<file path="src/rtl/sdram_dec_pkg.sv">
package sdram_dec_pkg;

  typedef enum logic [2:0] {
    CMD_NOP = 3'd0,
    CMD_ACT = 3'd1,
    CMD_RD  = 3'd2,
    CMD_WR  = 3'd3,
    CMD_PRE = 3'd4,
    CMD_REF = 3'd5,
    CMD_MRS = 3'd6,
    CMD_BST = 3'd7
  } cmd_e;

  localparam logic [2:0] BL_RESET = 3'b010;
  localparam logic [2:0] CL_RESET = 3'b010;

  function automatic logic bl_legal(input logic [2:0] code);
    return (code == 3'b001) || (code == 3'b010) || (code == 3'b011);
  endfunction

  function automatic logic cl_legal(input logic [2:0] code);
    return (code == 3'b010) || (code == 3'b110) || (code == 3'b011);
  endfunction

endpackage

</file>
<file path="src/rtl/sdram_cmd_decode.sv">
module sdram_cmd_decode
  import sdram_dec_pkg::*;
(
  input  logic cs_n,
  input  logic ras_n,
  input  logic cas_n,
  input  logic we_n,
  output cmd_e cmd
);

  always_comb begin
    if (cs_n) begin
      cmd = CMD_NOP;
    end else begin
      unique case ({ras_n, cas_n, we_n})
        3'b011:  cmd = CMD_ACT;
        3'b101:  cmd = CMD_RD;
        3'b100:  cmd = CMD_WR;
        3'b010:  cmd = CMD_PRE;
        3'b001:  cmd = CMD_REF;
        3'b000:  cmd = CMD_MRS;
        3'b110:  cmd = CMD_BST;
        default: cmd = CMD_NOP;
      endcase
    end
  end

endmodule

</file>
<file path="src/rtl/sdram_bank_tracker.sv">
module sdram_bank_tracker #(
  parameter int NUM_BANKS = 4,
  parameter int ROW_W     = 13,
  parameter int CNT_W     = 3,
  localparam int BA_W     = $clog2(NUM_BANKS)
) (
  input  logic                             clk,
  input  logic                             rst,
  input  logic                             act_v,
  input  logic                             ap_v,
  input  logic [BA_W-1:0]                  bank_sel,
  input  logic [NUM_BANKS-1:0]             close_vec,
  input  logic [ROW_W-1:0]                 row_in,
  input  logic [CNT_W-1:0]                 ap_len,
  output logic [NUM_BANKS-1:0]             open_vec,
  output logic [NUM_BANKS-1:0]             busy_vec,
  output logic [NUM_BANKS-1:0][ROW_W-1:0]  rows
);

  for (genvar b = 0; b < NUM_BANKS; b++) begin : g_bank
    logic [CNT_W-1:0] cnt_q;
    logic             hit;

    assign hit         = (bank_sel == BA_W'(b));
    assign busy_vec[b] = (cnt_q != '0);

    always_ff @(posedge clk) begin
      if (rst) begin
        open_vec[b] <= 1'b0;
        cnt_q       <= '0;
        rows[b]     <= '0;
      end else if (close_vec[b]) begin
        open_vec[b] <= 1'b0;
        cnt_q       <= '0;
      end else if (act_v && hit) begin
        open_vec[b] <= 1'b1;
        rows[b]     <= row_in;
      end else if (ap_v && hit) begin
        cnt_q <= ap_len;
      end else if (cnt_q != '0) begin
        cnt_q <= cnt_q - 1'b1;
        if (cnt_q == CNT_W'(1)) begin
          open_vec[b] <= 1'b0;
        end
      end
    end
  end

endmodule

</file>
<file path="src/rtl/sdram_mode_reg.sv">
module sdram_mode_reg
  import sdram_dec_pkg::*;
#(
  parameter int ADDR_W = 13,
  parameter int BA_W   = 2,
  parameter int UP_LSB = 7,
  parameter int DLL_BIT = 8,
  localparam int UP_W  = ADDR_W - UP_LSB
) (
  input  logic              clk,
  input  logic              rst,
  input  logic              mrs_req,
  input  logic [BA_W-1:0]   ba,
  input  logic [ADDR_W-1:0] addr,
  output logic              mode_ok,
  output logic [2:0]        bl_code,
  output logic              bt,
  output logic [2:0]        cl_code,
  output logic              dll_pulse
);

  localparam logic [UP_W-1:0] DLL_FORM = UP_W'(1) << (DLL_BIT - UP_LSB);

  logic [UP_W-1:0] upper;
  logic            is_normal;
  logic            is_dll;
  logic            fields_ok;
  logic            dll_pend_q;
  logic            apply;

  assign upper     = addr[ADDR_W-1:UP_LSB];
  assign is_normal = (upper == '0);
  assign is_dll    = (upper == DLL_FORM);
  assign fields_ok = bl_legal(addr[2:0]) && cl_legal(addr[6:4]);
  assign mode_ok   = (ba == '0) && fields_ok &&
                     (is_normal || (is_dll && !dll_pend_q));
  assign apply     = mrs_req && mode_ok;

  always_ff @(posedge clk) begin
    if (rst) begin
      bl_code    <= BL_RESET;
      bt         <= 1'b0;
      cl_code    <= CL_RESET;
      dll_pend_q <= 1'b0;
      dll_pulse  <= 1'b0;
    end else begin
      dll_pulse <= apply && is_dll;
      if (apply) begin
        bl_code    <= addr[2:0];
        bt         <= addr[3];
        cl_code    <= addr[6:4];
        dll_pend_q <= is_dll;
      end
    end
  end

endmodule

</file>
<file path="src/rtl/sdram_cmd_ctrl.sv">
module sdram_cmd_ctrl
  import sdram_dec_pkg::*;
#(
  parameter int NUM_BANKS = 4,
  parameter int ADDR_W    = 13,
  parameter int ROW_W     = 13,
  parameter int COL_W     = 10,
  parameter int AP_BIT    = 10,
  localparam int BA_W     = $clog2(NUM_BANKS),
  localparam int CNT_W    = 3
) (
  input  logic                 clk,
  input  logic                 rst,
  input  logic                 cs_n,
  input  logic                 ras_n,
  input  logic                 cas_n,
  input  logic                 we_n,
  input  logic [BA_W-1:0]      ba,
  input  logic [ADDR_W-1:0]    addr,
  output logic [2:0]           cmd_o,
  output logic                 err_o,
  output logic [BA_W-1:0]      bank_o,
  output logic [ROW_W-1:0]     row_o,
  output logic [COL_W-1:0]     col_o,
  output logic                 ap_o,
  output logic [2:0]           bl_o,
  output logic                 bt_o,
  output logic [2:0]           cl_o,
  output logic                 dll_rst_o,
  output logic [NUM_BANKS-1:0] open_o
);

  cmd_e                            raw_cmd;
  cmd_e                            issue;
  logic                            ok;
  logic                            mode_ok;
  logic [NUM_BANKS-1:0]            busy_vec;
  logic [NUM_BANKS-1:0]            close_vec;
  logic [NUM_BANKS-1:0][ROW_W-1:0] rows;
  logic [CNT_W-1:0]                ap_len;
  logic                            flag;

  assign flag = addr[AP_BIT];

  sdram_cmd_decode u_dec (
    .cs_n (cs_n),
    .ras_n(ras_n),
    .cas_n(cas_n),
    .we_n (we_n),
    .cmd  (raw_cmd)
  );

  sdram_mode_reg #(
    .ADDR_W(ADDR_W),
    .BA_W  (BA_W)
  ) u_mode (
    .clk      (clk),
    .rst      (rst),
    .mrs_req  (raw_cmd == CMD_MRS),
    .ba       (ba),
    .addr     (addr),
    .mode_ok  (mode_ok),
    .bl_code  (bl_o),
    .bt       (bt_o),
    .cl_code  (cl_o),
    .dll_pulse(dll_rst_o)
  );

  always_comb begin
    unique case (raw_cmd)
      CMD_ACT:         ok = !open_o[ba];
      CMD_RD, CMD_WR:  ok = open_o[ba] && !busy_vec[ba];
      CMD_REF:         ok = (open_o == '0);
      CMD_MRS:         ok = mode_ok;
      default:         ok = 1'b1;
    endcase
    issue = ok ? raw_cmd : CMD_NOP;
  end

  always_comb begin
    close_vec = '0;
    if (issue == CMD_PRE) begin
      if (flag) close_vec = '1;
      else      close_vec[ba] = 1'b1;
    end
  end

  assign ap_len = CNT_W'(1) << (bl_o - 3'd1);

  sdram_bank_tracker #(
    .NUM_BANKS(NUM_BANKS),
    .ROW_W    (ROW_W),
    .CNT_W    (CNT_W)
  ) u_banks (
    .clk      (clk),
    .rst      (rst),
    .act_v    (issue == CMD_ACT),
    .ap_v     (((issue == CMD_RD) || (issue == CMD_WR)) && flag),
    .bank_sel (ba),
    .close_vec(close_vec),
    .row_in   (addr[ROW_W-1:0]),
    .ap_len   (ap_len),
    .open_vec (open_o),
    .busy_vec (busy_vec),
    .rows     (rows)
  );

  always_ff @(posedge clk) begin
    if (rst) begin
      cmd_o  <= CMD_NOP;
      err_o  <= 1'b0;
      bank_o <= '0;
      row_o  <= '0;
      col_o  <= '0;
      ap_o   <= 1'b0;
    end else begin
      cmd_o <= issue;
      err_o <= !ok;
      if (ok) begin
        unique case (raw_cmd)
          CMD_ACT: begin
            bank_o <= ba;
            row_o  <= addr[ROW_W-1:0];
            ap_o   <= 1'b0;
          end
          CMD_RD, CMD_WR: begin
            bank_o <= ba;
            row_o  <= rows[ba];
            col_o  <= addr[COL_W-1:0];
            ap_o   <= flag;
          end
          CMD_PRE: begin
            bank_o <= ba;
            ap_o   <= flag;
          end
          CMD_NOP: ;
          default: ap_o <= 1'b0;
        endcase
      end
    end
  end

endmodule

</file>
<file path="config.mk">
export PLATFORM = sky130hd
export DESIGN_NAME = sdram_cmd_ctrl
export DESIGN_NICKNAME = d
export VERILOG_FILES = /design/src/rtl/sdram_dec_pkg.sv /design/src/rtl/sdram_cmd_decode.sv /design/src/rtl/sdram_bank_tracker.sv /design/src/rtl/sdram_mode_reg.sv /design/src/rtl/sdram_cmd_ctrl.sv
export SDC_FILE = /design/constraint.sdc
export NUM_CORES = 1
export LEC_CHECK = 0
export CAP_MARGIN = 25
export CORE_MARGIN = 2
export CORE_UTILIZATION = 47
export CTS_CLUSTER_DIAMETER = 100
export CTS_CLUSTER_SIZE = 28
export DETAILED_ROUTE_END_ITERATION = 8
export PLACE_DENSITY = 0.69
export SLEW_MARGIN = 20
export SYNTH_ARGS = -nofsm -noshare
export SYNTH_HDL_FRONTEND = slang
export SYNTH_SLANG_ARGS = --single-unit
</file>
<file path="constraint.sdc">
create_clock -name clk -period 3.1 [get_ports clk]
set_input_delay 0.62 -clock clk [delete_from_list [all_inputs] [get_ports clk]]
set_output_delay 0.62 -clock clk [all_outputs]
set_load 0.02 [all_outputs]
</file>
==> After elaboration in Yosys (flattened, before gate mapping) <==
Index checks and enable logic that the tools add are counted.
{ "word_totals": {"register_bits": 107, "latchBits": 0, "mem_bits_rw": 0, "romBits": 0, "elab_cells": 186, "n_memories": 0} }
{ "classes": {"addsub": 5, "n_mul": 0, "n_div": 0, "order_cmp": 2, "n_eq_ne": 34, "n_shift": 1, "n_mux": 40, "bitwise_logic": 9, "reduce_logical": 72} }
{ "op_table": {"columns": ["op", "n"], "rows": [
  ["equality test 3 x 2 -> 1 bit (second input constant)", 10],
  ["two-way mux 3 bit", 10],
  ["binary-select mux 13 bit (select 2 bit)", 1],
  ["case mux 13 bit (2 select lines)", 1],
  ["nonzero test 2 bit", 13],
  ["equality test 3 x 1 -> 1 bit (second input constant)", 8],
  ["equality test 3 bit (second input constant)", 8],
  ["AND reduction 2 bit", 12],
  ["case mux 3 bit (7 select lines)", 1],
  ["two-way mux 1 bit", 19],
  ["logical AND 1 bit", 17],
  ["subtractor 3 x 1 -> 3 bit (second input constant)", 5],
  ["two-way mux 13 bit", 1],
  ["AND reduction 3 bit", 4],
  ["nonzero test 3 bit", 4],
  ["OR reduction 2 bit", 5],
  ["inverter 1 bit", 9],
  ["two-way mux 4 bit", 2],
  ["inequality test 2 x 1 -> 1 bit (second input constant)", 4],
  ["equality test 6 x 2 -> 1 bit (second input constant)", 1],
  ["logical NOT 3 bit", 2],
  ["logical NOT 6 bit", 1],
  ["logical OR 1 bit", 6],
  ["binary-select mux 1 bit (select 2 bit)", 2],
  ["other kinds (13)", 17]
]} }

==> Depth between registers and ports, before layout <==
Gate-level depths: netlist (run 1).
{ "depth": {"word_depth": 14, "ltp_mapped": 10, "depth_no_buf": 8} }

==> Cells and area by module <==
Synthesis (run 1) repeated with hierarchy kept, for this count alone.
{ "unflattened": {"cells_unflattened": 605, "hier_area_um2": 5574.1} }
{ "modules_own_cells": {"columns": ["module", "instances", "cells_per_inst", "area_per_inst_um2", "seq_area_each_um2"], "rows": [
  ["sdram_bank_tracker", 1, 376, 3100.5, 1361.3],
  ["sdram_cmd_ctrl", 1, 177, 2010.7, 600.6],
  ["sdram_mode_reg", 1, 44, 415.4, 180.2],
  ["sdram_cmd_decode", 1, 8, 47.5, 0.0]
]} }

==> Worst setup path before layout (run 1) <==
No wires, ideal clock.
{ "synth_path": {"path_type": "input to register", "startpoint": "in ras_n", "endpoint": "reg u_banks.g_bank[3].cnt_q[0]", "setup_time_ns": 0.086, "arrival_time_ns": 2.423, "required_time_ns": 3.014, "setup_slack_ns": 0.591, "stages": 8, "n_path_buf": 2, "cell_sequence": "buf_2 -> nor4b_1 -> o211ai_1 -> o31a_4 -> buf_6 -> a2111oi_4 -> o21ai_0 -> a221oi_2"} }
{ "synth_via": {"elab_chain_len": 13} }
{ "synth_rtl": {"columns": ["item", "line_no", "source"], "rows": [
  ["start, declared", "sdram_cmd_ctrl.sv:15", "input logic ras_n,"],
  ["equality test 3 bit (tied with other cells)", "sdram_cmd_decode.sv:15", "unique case ({ras_n, cas_n, we_n})"],
  ["case mux 3 bit (7 select lines) (*)", "sdram_cmd_decode.sv:15", null],
  ["two-way mux 3 bit (*)", "sdram_cmd_decode.sv:12", "if (cs_n) begin"],
  ["equality test 3 x 2 -> 1 bit", "sdram_cmd_ctrl.sv:70", "unique case (raw_cmd)"],
  ["OR reduction 2 bit", "sdram_cmd_ctrl.sv:70", null],
  ["case mux 1 bit (4 select lines)", "sdram_cmd_ctrl.sv:70", null],
  ["two-way mux 3 bit (*)", "sdram_cmd_ctrl.sv:77", "issue = ok ? raw_cmd : CMD_NOP;"],
  ["equality test 3 x 2 -> 1 bit", "sdram_cmd_ctrl.sv:98", ".ap_v (((issue == CMD_RD) || (issue == CMD_WR)) && flag),"],
  ["logical OR 1 bit", "sdram_cmd_ctrl.sv:98", null],
  ["logical AND 1 bit", "sdram_cmd_ctrl.sv:98", null],
  ["logical AND 1 bit", "sdram_bank_tracker.sv:38", "end else if (ap_v && hit) begin"],
  ["nonzero test 2 bit (no source line)", null, null],
  ["AND reduction 2 bit (no source line)", null, null],
  ["end signal, assigned", "sdram_bank_tracker.sv:39", "cnt_q <= ap_len;"],
  ["end signal, assigned", "sdram_bank_tracker.sv:41", "cnt_q <= cnt_q - 1'b1;"],
  ["end, declared", "sdram_bank_tracker.sv:21", "logic [CNT_W-1:0] cnt_q;"]
]} }
Every way passes the cells marked *; elsewhere a longest branch is shown, timed or not.
A chain may end at the register's enable or synchronous reset.

==> Worst setup path after layout (run 1) <==
{ "layout_path": {"startpoint": "in ba[0]", "endpoint": "reg u_banks.g_bank[3].cnt_q[2]"} }
{ "layout_via": {"elab_chain_len": 12} }
{ "layout_rtl": {"columns": ["item", "line_no", "source"], "rows": [
  ["start, declared", "sdram_cmd_ctrl.sv:18", "input logic [BA_W-1:0] ba,"],
  ["binary-select mux 1 bit (select 2 bit)", "sdram_cmd_ctrl.sv:72", "CMD_RD, CMD_WR: ok = open_o[ba] && !busy_vec[ba];"],
  ["two-way mux 1 bit (not written as such)", "sdram_cmd_ctrl.sv:72", null],
  ["logical NOT 1 bit", "sdram_cmd_ctrl.sv:72", null],
  ["logical AND 1 bit", "sdram_cmd_ctrl.sv:72", null],
  ["case mux 1 bit (4 select lines)", "sdram_cmd_ctrl.sv:70", null],
  ["two-way mux 3 bit", "sdram_cmd_ctrl.sv:77", null],
  ["equality test 3 x 2 -> 1 bit", "sdram_cmd_ctrl.sv:98", null],
  ["logical OR 1 bit", "sdram_cmd_ctrl.sv:98", null],
  ["logical AND 1 bit", "sdram_cmd_ctrl.sv:98", null],
  ["logical AND 1 bit", "sdram_bank_tracker.sv:38", null],
  ["nonzero test 2 bit (no source line)", null, null],
  ["AND reduction 2 bit (no source line)", null, null]
]} }
Parallel ways exist; a longest one is shown, timed or not. The select of a mux whose other input is x is not followed.

==> results of run 1 <==
metrics by stage:
stage	util (%)	total power [mW]	worst slack (ns)	setup TNS [ns]	area, um2
after CTS	58.8	3.19	0.343	0	6310
final	58.8	3.18	0.321	0	6310
after detailed placement	56.8	2.30	-0.0303	-0.138	6110
after global placement	56.8	2.27	-0.000972	-0.000972	6110
after floorplan	-	2.08	0.591	0	5130
after global routing	58.8	3.36	0.192	0	6310
cells by family (layout without fill, tap and decap cells):
logic type | Yosys count | after routing | synth area share, %
AND/OR/NAND/NOR | 210 | 210 | 18.4
adder cells (fa/ha/maj) | 12 | 12 | 2.93
multiplexers | 58 | 58 | 15.0
XOR/XNOR | 1 | 1 | 0.171
AO/OA/AOI/OAI | 119 | 119 | 17.3
flip-flops | 107 | 107 | 41.7
buffers and inverters | 54 | 135 | 4.51
placed cells by master, fill, tap and decap left out, drive strengths merged, types with 2 or more instances in the layout:
| master | synthesis | final |
|---|---|---|
| dfxtp | 107 | 107 |
| nand2 | 100 | 100 |
| clkdlybuf4s50 | 0 | 61 |
| a21oi | 48 | 48 |
| buf | 14 | 47 |
| mux2i | 43 | 43 |
| nor2 | 41 | 41 |
| nor3 | 26 | 26 |
| a211oi | 20 | 20 |
| mux4 | 15 | 15 |
| inv | 12 | 14 |
| ha | 12 | 12 |
| nand2b | 10 | 10 |
| o21ai | 10 | 10 |
| nor2b | 9 | 9 |
| clkbuf | 28 | 9 |
| and2 | 6 | 6 |
| nand3 | 6 | 6 |
| a32o | 5 | 5 |
| a31o | 5 | 5 |
| o211ai | 4 | 4 |
| a221oi | 4 | 4 |
| a2111oi | 4 | 4 |
| nor4 | 3 | 3 |
| and3 | 3 | 3 |
| a21o | 3 | 3 |
| o31ai | 3 | 3 |
| clkinv | 0 | 3 |
| or3 | 2 | 2 |
| nor4b | 2 | 2 |
| o21a | 2 | 2 |
| a22o | 2 | 2 |
final timing paths:
check | cells after the start | start | slack [ns] | end
max | 8 | ba[0] | 0.32 | u_banks.g_bank[3].cnt_q[2]$_SDFFE_PP0P_
min | 2 | col_o[3]$_SDFFE_PP0P_ | 0.46 | col_o[3]$_SDFFE_PP0P_
max reg2reg | 10 | u_banks.g_bank[1].cnt_q[1]$_SDFFE_PP0P_ | 0.58 | u_banks.g_bank[3].cnt_q[2]$_SDFFE_PP0P_
min reg2reg | 2 | col_o[3]$_SDFFE_PP0P_ | 0.46 | col_o[3]$_SDFFE_PP0P_
routing by layer:
layer / routed length, um / share of wire [%] / track usage [%]
met1: 6640 / 49 / 35.9
met2: 6150 / 45 / 36.6
met3: 692 / 5.1 / 2.53
met4: 148 / 1.1 / 7.33
met5: 0 / 0 / 0
flip-flops by register name (all words and copies together) (netlist names):
| signal | flops |
|---|---|
| u_banks.g_bank.cnt_q | 12 |
| col_o | 10 |
| ap_o | 1 |
| u_mode.cl_code | 3 |
| u_mode.dll_pulse | 1 |
| cmd_o | 3 |
| u_mode.bl_code | 3 |
| u_banks.open_vec | 4 |
| u_mode.bt | 1 |
| bank_o | 2 |
| err_o | 1 |
| row_o | 13 |
| u_mode.dll_pend_q | 1 |
| u_banks.rows | 52 |
power groups by stage:
stage          Sequential (mW)  Combinational (mW)  Clock [mW]
6_report                  1.50               0.777       0.901
5_1_grt                   1.52               0.861       0.983
4_1_cts                   1.50               0.770       0.913
3_5_place_dp              1.53               0.765           0
3_3_place_gp              1.53               0.741           0
2_1_floorplan             1.54               0.539           0
final cells by class:
class	count	area (um2)
clock buffers	9	124
repair buffers	108	986
flip-flops and latches	107	2140
well taps	140	175
clock inverters	6	83.8
fillers	948	4430
multi-input cells	400	2760
inverters	12	45.0
worst reg2reg max path: cells and delay by family, from the launching register on:
kind	cells	cell delay, ns
compound gates	3	0.75
fa+ha+maj	1	0.20
buf+inv	3	0.55
flops	1	0.31
mux	1	0.30
simple gates	2	0.34
==> reports/qor.yml, run 1 <==
slew_violations: 0
numClockSinks: 107
yosysUniqueCellTypes: 55
synth_top_area_share_pct: 41.7
routed_wl_mm: 13.6
drc: 0
synthArstFlopShare_pct: 0
timing.hold.ws_ns: 0.460
yosys_most_used_dff: "dfxtp_1"
cpPeakStageDelay_ns: 0.52
cts_made_buffers: 9
die_y_um: 108
place.detailed.hpwl_mm: 9.76
crit_buf_inv: 2
die_x_um: 108
layout.cells.non_filler: 782
skew_ns: 0.0130
hold_viol: 0
grt_pass1_wl_mm: 21.8
initial_core_util_pct: 47.8
gr-total-overflow: 0
drive_gt1_share_pct: 15.1
yosysWarnings: 0
fp.coreArea_um2: 10700
slowest_stage: "a2111oi_0"
crit_family: "compound AO/OA/AOI/OAI gates"
tightestPinTransition_ns: 0.878
dp.cells: 767
worstPathMaxFanout: 12
critPathLaunchType: "input pin"
drv_cap: 0
cts_buffer_depth: 2
grt_use_total_pct: 24.1
leakage_nw: 2.39
synthCells: 561
synth.most_common_cell: "dfxtp_1"
power.density_nw_per_um2: 504
p_switching_uw: 984
p_comb_share_pct: 24.4
yosys_register_bits: 107
syn_nets: 594
synthTopCellsByCount: "107 x dfxtp_1, 100 x nand2_1, 46 x a21oi_1, 43 x mux2i_1, 40 x nor2_1"
clkTransAtPathRegs_ns: 0.11
drt-wirelength-per-cell_um: 17.4
hp-class: "flip-flop to flip-flop"
finalSetupViolCount: 0
rows: 38
synth_top_cell_by_area: "dfxtp_1"
grt_max_degree: 84
crit_required_ns: 3.41
cts_hold_buf: 0
ys_seq_area_share_pct: 41.7
pin_count: 63
worstSetupEndpointType: "flip-flop"
switching_share_pct: 30.9
path_class: "input pin to flip-flop"
root_buffer: "clkbuf_8"
period_share_pct: 89.6
via_per_inst: 5.62
arrival_ns: 3.09
ir_drop_mv: 0.257
cts_tree: "built"
worstPathCellList: "clkdlybuf4s50_1 -> or2_1 -> a221o_1 -> o31a_4 -> a2111oi_0 -> buf_4 -> o21ai_1 -> a21oi_1"
synth_edf_count: 0
avgSynthCellArea_um2: 9.15
internal-power_mw: 2.20
h-tree-depth: 3
first_pass_iters: 5
finalCriticalPeriod_ns: 2.78
syn_area_um2: 5130
p_clk_share_pct: 28.3
drt_first_iter_violations: 450
ctsResizeCount: 0
clkLatencyLatePin_ns: 0.38
gp_congestion: 0.876
rsz0062_at_grt: "no"
diodes: 0
cts_setup_buffers: 0
status: "finished, final reports clean"
synthTopCellsByArea: "dfxtp_1 42%, mux2i_1 8.4%, nand2_1 7.3%"
grt_pass1_vias: 4159
die_area_um2: 11800
drtAntennaViolNets: 0
antenna_found_initial: 0
p_seq_share_pct: 47.3
portBuffers: 62
synthToLayoutAreaGrowth_pct: 23.0
via_count: 4394
timing.max_slew.rel_slack_pct: 41.1
fin_nets: 671
fmax_mhz: 360
No activity file was read; power rests on OpenSTA's default activity.
==> run 2: changes to the inputs <==
- SLEW_MARGIN: 20 -> unset
==> results of run 2 <==
No change in the layout: final DEF, timing and power equal those of run 1.
